===== config.mk =====
export PLATFORM = sky130hd
export DESIGN_NAME = gen_clk_bank
export DESIGN_NICKNAME = d
export VERILOG_FILES = /design/src/rtl/gck_pkg.sv /design/src/rtl/gck_div.sv /design/src/rtl/gck_slot.sv /design/src/rtl/gck_regif.sv /design/src/rtl/gen_clk_bank.sv
export SDC_FILE = /design/constraint.sdc
export NUM_CORES = 1
export LEC_CHECK = 0
export ABC_AREA = 1
export BUFFER_PORTS_ARGS = -buffer_cell sky130_fd_sc_hd__buf_2
export CAP_MARGIN = 15
export CORE_ASPECT_RATIO = 0.8
export CORE_MARGIN = 1.5
export CORE_UTILIZATION = 45
export DETAILED_ROUTE_END_ITERATION = 10
export GPL_TIMING_DRIVEN = 0
export HOLD_SLACK_MARGIN = 0.08
export PLACE_DENSITY = 0.62
export SETUP_SLACK_MARGIN = 0.05
export SLEW_MARGIN = 5
export SYNTH_ARGS = -nofsm -noshare
export SYNTH_HDL_FRONTEND = slang
export SYNTH_SLANG_ARGS = --single-unit
export TNS_END_PERCENT = 1

===== constraint.sdc =====
create_clock -name clk -period 2.1 [get_ports clk]
set_input_delay 0.315 -clock clk [delete_from_list [all_inputs] [get_ports clk]]
set_output_delay 0.315 -clock clk [all_outputs]
set_load 0.02 [all_outputs]

===== src/rtl/gck_pkg.sv =====
package gck_pkg;

  localparam int REG_W      = 32;
  localparam int ID_LSB     = 0;
  localparam int ID_W       = 6;
  localparam int SRC_LSB    = 8;
  localparam int SRC_W      = 3;
  localparam int DIV_LSB    = 16;
  localparam int DIV_W      = 8;
  localparam int EN_BIT     = 24;
  localparam int CMD_BIT    = 31;
  localparam int FIRST_SLOT = 2;

  typedef struct packed {
    logic             en;
    logic [DIV_W-1:0] div;
    logic [SRC_W-1:0] src;
  } slot_cfg_t;

  function automatic logic [REG_W-1:0] pack_word(logic [ID_W-1:0] id, slot_cfg_t c);
    logic [REG_W-1:0] w;
    w = '0;
    w[ID_LSB +: ID_W]   = id;
    w[SRC_LSB +: SRC_W] = c.src;
    w[DIV_LSB +: DIV_W] = c.div;
    w[EN_BIT]           = c.en;
    return w;
  endfunction

  function automatic slot_cfg_t unpack_cfg(logic [REG_W-1:0] w);
    slot_cfg_t c;
    c.src = w[SRC_LSB +: SRC_W];
    c.div = w[DIV_LSB +: DIV_W];
    c.en  = w[EN_BIT];
    return c;
  endfunction

  function automatic logic [REG_W-1:0] field_mask();
    logic [REG_W-1:0] m;
    m = '0;
    m[ID_LSB +: ID_W]   = '1;
    m[SRC_LSB +: SRC_W] = '1;
    m[DIV_LSB +: DIV_W] = '1;
    m[EN_BIT]           = 1'b1;
    m[CMD_BIT]          = 1'b1;
    return m;
  endfunction

endpackage


===== src/rtl/gck_div.sv =====
module gck_div
  import gck_pkg::*;
(
  input  logic             clk,
  input  logic             rst_n,
  input  logic             restart_i,
  input  logic             step_i,
  input  logic [DIV_W-1:0] limit_i,
  output logic             pulse_o
);

  logic [DIV_W-1:0] cnt_q;
  logic             pulse_q;
  logic             wrap;

  assign wrap = (cnt_q == limit_i);

  always_ff @(posedge clk or negedge rst_n) begin
    if (!rst_n) begin
      cnt_q   <= '0;
      pulse_q <= 1'b0;
    end else if (restart_i) begin
      cnt_q   <= '0;
      pulse_q <= 1'b0;
    end else begin
      pulse_q <= step_i & wrap;
      if (step_i) begin
        if (wrap) cnt_q <= '0;
        else      cnt_q <= cnt_q + 1'b1;
      end
    end
  end

  assign pulse_o = pulse_q;

  AST_CNT_BOUND: assert property (@(posedge clk) disable iff (!rst_n)
    cnt_q <= limit_i);

  AST_RESTART_CLEARS: assert property (@(posedge clk) disable iff (!rst_n)
    $past(restart_i) |-> (cnt_q == '0 && !pulse_o));

endmodule


===== src/rtl/gck_slot.sv =====
module gck_slot
  import gck_pkg::*;
#(
  parameter int NUM_SRC = 6
) (
  input  logic               clk,
  input  logic               rst_n,
  input  logic               commit_i,
  input  slot_cfg_t          new_cfg_i,
  input  logic [NUM_SRC-1:0] src_tick_i,
  output slot_cfg_t          cfg_o,
  output logic               pulse_o
);

  slot_cfg_t cfg_q;
  logic      tick_sel;

  always_ff @(posedge clk or negedge rst_n) begin
    if (!rst_n)        cfg_q <= '0;
    else if (commit_i) cfg_q <= new_cfg_i;
  end

  always_comb begin
    tick_sel = 1'b0;
    for (int s = 0; s < NUM_SRC; s++) begin
      if (cfg_q.src == SRC_W'(s)) tick_sel = src_tick_i[s];
    end
  end

  gck_div u_div (
    .clk       (clk),
    .rst_n     (rst_n),
    .restart_i (commit_i),
    .step_i    (cfg_q.en & tick_sel),
    .limit_i   (cfg_q.div),
    .pulse_o   (pulse_o)
  );

  assign cfg_o = cfg_q;

  AST_PULSE_CAUSE: assert property (@(posedge clk) disable iff (!rst_n)
    pulse_o |-> $past(cfg_q.en && tick_sel));

  AST_OFF_SILENT: assert property (@(posedge clk) disable iff (!rst_n)
    !$past(cfg_q.en) |-> !pulse_o);

  AST_SRC_LEGAL: assert property (@(posedge clk) disable iff (!rst_n)
    {1'b0, cfg_q.src} < (SRC_W+1)'(NUM_SRC));

endmodule


===== src/rtl/gck_regif.sv =====
module gck_regif
  import gck_pkg::*;
#(
  parameter int NUM_SLOTS = 8,
  parameter int NUM_SRC   = 6
) (
  input  logic                        clk,
  input  logic                        rst_n,
  input  logic                        wr_en_i,
  input  logic [REG_W-1:0]            wr_data_i,
  input  slot_cfg_t [NUM_SLOTS-1:0]   cfg_i,
  output logic [NUM_SLOTS-1:0]        commit_o,
  output slot_cfg_t                   new_cfg_o,
  output logic [REG_W-1:0]            rd_data_o
);

  logic [ID_W-1:0] wr_id;
  logic [ID_W-1:0] sel_id_q;
  logic            cmd;
  logic            id_ok;
  logic            src_ok;
  logic            sel_ok;
  slot_cfg_t       wr_cfg;
  slot_cfg_t       rd_cfg;
  logic            unused_bits;

  function automatic logic slot_exists(logic [ID_W-1:0] id);
    return ({1'b0, id} >= (ID_W+1)'(FIRST_SLOT)) &&
           ({1'b0, id} <  (ID_W+1)'(NUM_SLOTS));
  endfunction

  assign wr_id       = wr_data_i[ID_LSB +: ID_W];
  assign cmd         = wr_data_i[CMD_BIT];
  assign wr_cfg      = unpack_cfg(wr_data_i);
  assign id_ok       = slot_exists(wr_id);
  assign src_ok      = {1'b0, wr_cfg.src} < (SRC_W+1)'(NUM_SRC);
  assign sel_ok      = slot_exists(sel_id_q);
  assign new_cfg_o   = wr_cfg;
  assign unused_bits = ^(wr_data_i & ~field_mask());

  for (genvar g = 0; g < NUM_SLOTS; g++) begin : g_commit
    assign commit_o[g] = wr_en_i & cmd & id_ok & src_ok & (wr_id == ID_W'(g));
  end

  always_ff @(posedge clk or negedge rst_n) begin
    if (!rst_n)       sel_id_q <= '0;
    else if (wr_en_i) sel_id_q <= wr_id;
  end

  always_comb begin
    rd_cfg = '0;
    for (int i = 0; i < NUM_SLOTS; i++) begin
      if (sel_ok && sel_id_q == ID_W'(i)) rd_cfg = cfg_i[i];
    end
  end

  assign rd_data_o = pack_word(sel_id_q, rd_cfg);

  AST_SEL_FOLLOWS_WRITE: assert property (@(posedge clk) disable iff (!rst_n)
    wr_en_i |=> sel_id_q == $past(wr_data_i[ID_LSB +: ID_W]));

  AST_SINGLE_COMMIT: assert property (@(posedge clk) disable iff (!rst_n)
    $onehot0(commit_o));

  AST_SELECT_NO_COMMIT: assert property (@(posedge clk) disable iff (!rst_n)
    (wr_en_i && !wr_data_i[CMD_BIT]) |-> commit_o == '0);

  AST_BAD_ID_READS_ZERO: assert property (@(posedge clk) disable iff (!rst_n)
    !sel_ok |-> rd_data_o[REG_W-1:ID_W] == '0);

  AST_BAD_SRC_IGNORED: assert property (@(posedge clk) disable iff (!rst_n)
    (wr_en_i && {1'b0, wr_data_i[SRC_LSB +: SRC_W]} >= (SRC_W+1)'(NUM_SRC))
      |-> commit_o == '0);

endmodule


===== src/rtl/gen_clk_bank.sv =====
module gen_clk_bank
  import gck_pkg::*;
#(
  parameter int NUM_SLOTS = 8,
  parameter int NUM_SRC   = 6
) (
  input  logic                 clk,
  input  logic                 rst_n,
  input  logic                 wr_en,
  input  logic [31:0]          wr_data,
  output logic [31:0]          rd_data,
  input  logic [NUM_SRC-1:0]   src_tick,
  output logic [NUM_SLOTS-1:0] gclk_en
);

  slot_cfg_t [NUM_SLOTS-1:0] cfg_w;
  logic      [NUM_SLOTS-1:0] commit_w;
  slot_cfg_t                 new_cfg_w;
  logic                      unused_low_commit;

  gck_regif #(
    .NUM_SLOTS (NUM_SLOTS),
    .NUM_SRC   (NUM_SRC)
  ) u_regif (
    .clk       (clk),
    .rst_n     (rst_n),
    .wr_en_i   (wr_en),
    .wr_data_i (wr_data),
    .cfg_i     (cfg_w),
    .commit_o  (commit_w),
    .new_cfg_o (new_cfg_w),
    .rd_data_o (rd_data)
  );

  assign unused_low_commit = ^commit_w[FIRST_SLOT-1:0];

  for (genvar g = 0; g < NUM_SLOTS; g++) begin : g_slot
    if (g < FIRST_SLOT) begin : g_absent
      assign cfg_w[g]   = '0;
      assign gclk_en[g] = 1'b0;
    end else begin : g_live
      gck_slot #(
        .NUM_SRC (NUM_SRC)
      ) u_slot (
        .clk        (clk),
        .rst_n      (rst_n),
        .commit_i   (commit_w[g]),
        .new_cfg_i  (new_cfg_w),
        .src_tick_i (src_tick),
        .cfg_o      (cfg_w[g]),
        .pulse_o    (gclk_en[g])
      );
    end
  end

endmodule


* Word-level counts from Yosys, hierarchy flattened
Cells that the tools add are included.
Storage, ports and cells: bits in registers 132, bits of input ports 41, output and inout port bits 40, word-level logic and storage cells 197
Operators by class: add/subtract/negate cells 6, magnitude comparators 5, eq/ne operators 48, mux-type cells 66, bitwise logic cells 21, reductions and logical operators 20
Operator list (number):
- 8-bit two-way mux | 18
- 12-bit two-way mux | 6
- 8-bit by 1-bit adder with 8-bit output (second input constant) | 6
- 6-bit by 3-bit equality test with 1-bit output (second input constant) | 8
- 8-bit equality test | 6
- 1-bit two-way mux | 42
- 3-bit by 2-bit equality test with 1-bit output (second input constant) | 12
- 3-bit equality test (second input constant) | 12
- 6-bit by 2-bit equality test with 1-bit output (second input constant) | 4
- 1-bit AND | 21
- 3-bit by 1-bit equality test with 1-bit output (second input constant) | 6
- 3-bit zero test | 6
- 6-bit by 2-bit greater-or-equal comparator with 1-bit output (second input constant) | 2
- 6-bit by 4-bit less-than comparator with 1-bit output (second input constant) | 2
- 2-bit nonzero test | 6
- 1-bit logical AND | 8
- 3-bit less-than comparator (second input constant) | 1

* Depth between registers and ports, before layout
word-level depth 10, mapped depth 10, depth with buffers taken out 10

* Hierarchy
From an unflattened synthesis, not the netlist that was laid out.
Unflattened totals: cell total of the unflattened synthesis 1072, area total of the unflattened synthesis 8324.2 um2
By module, submodules not included:
- gck_div | times used 6, cells an instance 91, area an instance 624.3 um2, sequential area each 225.2 um2
- gck_slot | times used 6, cells an instance 50, area an instance 544.3 um2, sequential area each 300.3 um2
- gck_regif | times used 1, cells an instance 223, area an instance 1293.7 um2, sequential area each 150.1 um2
- gen_clk_bank | times used 1, cells an instance 3, area an instance 18.8 um2, sequential area each 0.0 um2

* Least setup slack after synthesis
OpenSTA, ideal clock, no wires.
path kind register to output, from register u_regif.sel_id_q[4], to output rd_data[10], arrival time 1.584 ns, required time 1.785 ns, slack 0.201 ns, cell stages (with the launch flop) 7, buffers on the path 1, cells stage by stage dfrtp_1 nor2_1 inv_1 nor4_1 clkbuf_1 nand2_1 nand4_1
On the way: word-level cells in the longest chain between the ends 9, elaborated cells on any way between the ends 21, those cells by class order compare: 2; eq/ne: 6; mux: 6; reduce/logical: 7
Ends and longest elaborated chain:
- start, declared | line gck_regif.sv:18 | logic [ID_W-1:0] sel_id_q;
- start signal, assigned | line gck_regif.sv:47 | else if (wr_en_i) sel_id_q <= wr_id;
- 6-bit by 2-bit greater-or-equal comparator with 1-bit output / 6-bit by 4-bit less-than comparator with 1-bit output (equally long branches) | line gck_regif.sv:28, gck_regif.sv:29
- 1-bit logical AND | line gck_regif.sv:28 | return ({1'b0, id} >= (ID_W+1)'(FIRST_SLOT)) &&
- 1-bit logical AND | line gck_regif.sv:53 | if (sel_ok && sel_id_q == ID_W'(i)) rd_cfg = cfg_i[i];
- 12-bit two-way mux (5 in series) | line gck_regif.sv:53
- 12-bit two-way mux * | line gck_regif.sv:53
- end, declared | line gen_clk_bank.sv:11 | output logic [31:0] rd_data,
Mark *: on every way between the ends. The rest lies on a longest branch, timed or not.

* Worst setup path after layout
from register u_regif.sel_id_q[4], to output rd_data[18]
The elaborated chain is that of the path after synthesis.

==> run_summary.xml <==
<?xml version="1.0" encoding="UTF-8"?>
<metrics>
  <group name="yosys">
    <metric name="synthCells" unit="">1250</metric>
    <metric name="top_post_synthesis_cells_by_area" unit="">dfrtp_1 40%, nand2_1 24%, inv_1 7.5%</metric>
    <metric name="parity_gate_share_of_the_synthesized_area_counting_xor_and_xnor_cells" unit="">0.0385</metric>
    <metric name="synth-warning-count" unit="">0</metric>
    <metric name="synth_cell_types" unit="">23</metric>
    <metric name="synth_mux_area_frac" unit="">0.00275</metric>
    <metric name="synth_top_family_by_area" unit="">simple AND/OR/NAND/NOR gates</metric>
    <metric name="arithmetic_cell_share_of_the_synthesized_area_counting_full_adders_half_adders_and_majority_gates" unit="">0.00917</metric>
    <metric name="yosys_register_bits" unit="">132</metric>
    <metric name="yosys.area_share.simple" unit="">0.385</metric>
    <metric name="syn_area" unit="um2">8190</metric>
    <metric name="postSynthAreaPerCell" unit="um2">6.55</metric>
    <metric name="synth_compound_gate_area_share" unit="">0.0539</metric>
    <metric name="synthDominantCellAreaShare" unit="">0.403</metric>
    <metric name="ys_seq_area_frac" unit="">0.403</metric>
    <metric name="synth_top_area_cell" unit="">dfrtp_1</metric>
  </group>
  <group name="power">
    <metric name="design_power_total" unit="mW">6.15</metric>
    <metric name="power.density_cell_area" unit="nW/um2">631</metric>
    <metric name="leakagePower" unit="nW">5.22</metric>
    <metric name="vdd_ir_drop_max" unit="uV">384</metric>
  </group>
  <group name="placed_design">
    <metric name="dp_cells" unit="">1542</metric>
    <metric name="buffer_ports.inserted" unit="">51</metric>
    <metric name="placed_cell_area" unit="um2">8810</metric>
    <metric name="routabilityCongestion" unit="">0.892</metric>
    <metric name="dp_hpwl" unit="um">16600</metric>
  </group>
  <group name="status">
    <metric name="status" unit="">complete, but fails checks</metric>
    <metric name="failed_checks" unit="">negative setup slack</metric>
  </group>
  <group name="timing">
    <metric name="worstMarginPinSlew" unit="ns">0.555</metric>
    <metric name="setup_viol_count_final" unit="">12</metric>
    <metric name="finalWorstPathRequiredPeriod" unit="ns">2.35</metric>
    <metric name="final.setup.tns" unit="ns">-2.63</metric>
    <metric name="final.period_utilization" unit="">1.12</metric>
    <metric name="max-slew-margin-rel" unit="">0.630</metric>
    <metric name="unrepaired_setup_endpoints_after_global_routing" unit="">true</metric>
    <metric name="clock_skew" unit="ns">0.00751</metric>
    <metric name="fin_hold_viols" unit="">0</metric>
    <metric name="whs" unit="ns">0.134</metric>
    <metric name="final_critical_path_setup_slack" unit="ns">-0.250</metric>
    <metric name="max_freq" unit="MHz">426</metric>
    <metric name="report.final.slew_viol_count" unit="">0</metric>
  </group>
  <group name="global_routing">
    <metric name="grt_overflow_total" unit="">0</metric>
    <metric name="first_pass_grt_wire_length" unit="um">37600</metric>
    <metric name="antenna_found_initial" unit="">0</metric>
    <metric name="first_global_vias" unit="">6918</metric>
    <metric name="grt_use_total" unit="">0.258</metric>
    <metric name="pin_count_of_the_biggest_net_entering_global_routing" unit="">80</metric>
  </group>
  <group name="clock_tree">
    <metric name="cts.htree.levels" unit="">4</metric>
    <metric name="cts_root_buf" unit="">clkbuf_16</metric>
    <metric name="cts_inserted_buffers" unit="">17</metric>
    <metric name="tritoncts" unit="">done</metric>
    <metric name="clock-sinks" unit="">132</metric>
    <metric name="ctsLongestPathBuffers" unit="">2</metric>
    <metric name="insertion_delay" unit="ns">0.43</metric>
    <metric name="cts.reportedPaths.clkPinSlew" unit="ns">0.06</metric>
  </group>
  <group name="die">
    <metric name="placeableCoreArea" unit="um2">17600</metric>
    <metric name="floorplan.die.width" unit="um">154</metric>
    <metric name="std_cell_rows" unit="">43</metric>
    <metric name="floorplan.initialDensity" unit="">0.465</metric>
    <metric name="boundaryPins" unit="">81</metric>
    <metric name="die-area" unit="um2">19000</metric>
    <metric name="chip_height" unit="um">124</metric>
  </group>
  <group name="detailed_routing">
    <metric name="dr.first_iter.drc_count" unit="">707</metric>
    <metric name="detail_route.wl_per_cell" unit="um">14.8</metric>
    <metric name="detail_route.first_pass.iterations" unit="">5</metric>
    <metric name="routed-via-count" unit="">7891</metric>
    <metric name="routed_wl" unit="um">23400</metric>
    <metric name="drt_drc_violations_left" unit="">0</metric>
    <metric name="ant_nets" unit="">0</metric>
    <metric name="route.detailed.vias_per_inst" unit="">4.98</metric>
  </group>
  <group name="worst_setup_path">
    <metric name="timing.setup.critical_path_class" unit="">flop to primary output</metric>
    <metric name="worst_ep_arrival_time" unit="ns">2.04</metric>
    <metric name="setup.worst_path.start_class" unit="">flop</metric>
    <metric name="critical_path_required" unit="ns">1.78</metric>
    <metric name="r2r-start" unit="">g_slot[7].g_live.u_slot.cfg_o[0]</metric>
    <metric name="critical_path.endpoint_type" unit="">primary output</metric>
    <metric name="cp-startpoint" unit="">u_regif.sel_id_q[4]</metric>
    <metric name="worst-path-max-fanout" unit="">5</metric>
  </group>
  <group name="cells_and_area">
    <metric name="instances_no_fill" unit="">1584</metric>
    <metric name="fin_area" unit="um2">9740</metric>
    <metric name="antenna-diode-count" unit="">0</metric>
    <metric name="drive_gt1_frac" unit="">0.124</metric>
    <metric name="layout.cells.most_common" unit="">nand2_1</metric>
    <metric name="syn2layout_area_growth" unit="%">19.0</metric>
    <metric name="final_net_count" unit="">1393</metric>
    <metric name="top_library_cells_by_usage_in_the_layout_fill_and_taps_aside" unit="">521 x nand2_1, 161 x inv_1, 127 x dfrtp_1, 101 x nor2_1, 88 x nand3_1</metric>
  </group>
  <group name="flow_run">
    <metric name="max_cap_viol_count" unit="">0</metric>
  </group>
  <group name="min_path">
    <metric name="hold_path_class" unit="">input port to flop</metric>
    <metric name="min-delay-start" unit="">wr_data[3]</metric>
  </group>
</metrics>
## worst paths after layout
path	endpoint	slack [ns]	cells after the start
worst max-delay path	rd_data[18]	-0.25	8
worst min-delay path	u_regif.sel_id_q[3]	0.13	3
worst max register to register	g_slot[7].g_live.u_slot.u_div.cnt_q[0]	0.34	10
worst min register to register	g_slot[4].g_live.u_slot.cfg_o[3]	0.51	2
max in group asynchronous	g_slot[6].g_live.u_slot.cfg_o[4]	0.90	3
min in group asynchronous	g_slot[4].g_live.u_slot.u_div.cnt_q[3]	0.41	2
## synth_stat cells (all sizes together)
cell    instances
o22ai           1
nor3b           5
nand2         532
nor4            2
clkbuf         21
nor3            8
nand3          89
nand4          27
a21oi           1
o21ai          86
xnor2          30
buf            26
dfrtp         132
nor2          112
ha              6
inv           163
xor2            6
mux2            2
conb            1
## layout make-up
class | instances | area [um2]
clock inverter | 13 | 158
inverter | 163 | 614
tap | 225 | 282
clock buffer | 19 | 453
multi-input combinational | 923 | 4190
buffer | 47 | 318
timing repair buffer | 62 | 419
sequential | 132 | 3310
fill | 1753 | 7850
## critical path, cell delays in order (launching register included)
cell     delay, ns
dfrtp_2       0.44
nor2_4        0.18
inv_4         0.08
nor4_4        0.24
buf_4         0.19
buf_8         0.12
nand2_2       0.04
nand4_1       0.17
buf_6         0.15
## power breakdown
part	switching [mW]	leakage [nW]	total (mW)	internal [mW]
Sequential	0.0365	1.82	2.61	2.57
Combinational	0.307	3.11	0.439	0.132
Clock	1.18	0.291	3.10	1.92
## timing repair
item,CTS,global route
endpoints found under the setup margin,12,12
resized for setup,58,29
setup buffers,5,2
gates cloned,1,1
hold endpoints to repair,53,0
hold buffers,1,0
pin swaps,11,16
## flip-flops by register name, summed over array words and instances, names as in the netlist
signal,count
g_slot.g_live.u_slot.u_div.pulse_o,6
g_slot.g_live.u_slot.u_div.cnt_q,48
u_regif.sel_id_q,6
g_slot.g_live.u_slot.cfg_o,72
## logic make-up (layout without fill, tap and decap cells)
group | Yosys count | after routing
and+or+nand+nor | 775 | 775
buffers and inverters | 210 | 304
DFF | 132 | 132
AOI/OAI and AO/OA | 88 | 88
xor gates and xnor gates | 36 | 36
adders and majority gates | 6 | 6
muxes | 2 | 2
other | 1 | 16
## routing by layer
metal	global-route usage	share of wire	routed length (um)	up-vias
met5	0	0	0	-
met4	0.0783	0.019	443	0
met3	0.0494	0.058	1360	30
met2	0.363	0.41	9540	254
met1	0.396	0.51	12000	3589
li1	-	-	-	4018
## metrics by stage
| stage | util | worst slack (ns) |
|---|---|---|
| global placement | 0.499 | -1.20 |
| floorplan | - | 0.201 |
| detailed placement | 0.501 | -0.344 |
| CTS | 0.549 | -0.263 |
| finish | 0.554 | -0.250 |
| global route | 0.554 | -0.329 |
Power figures use the tool's default switching activity.
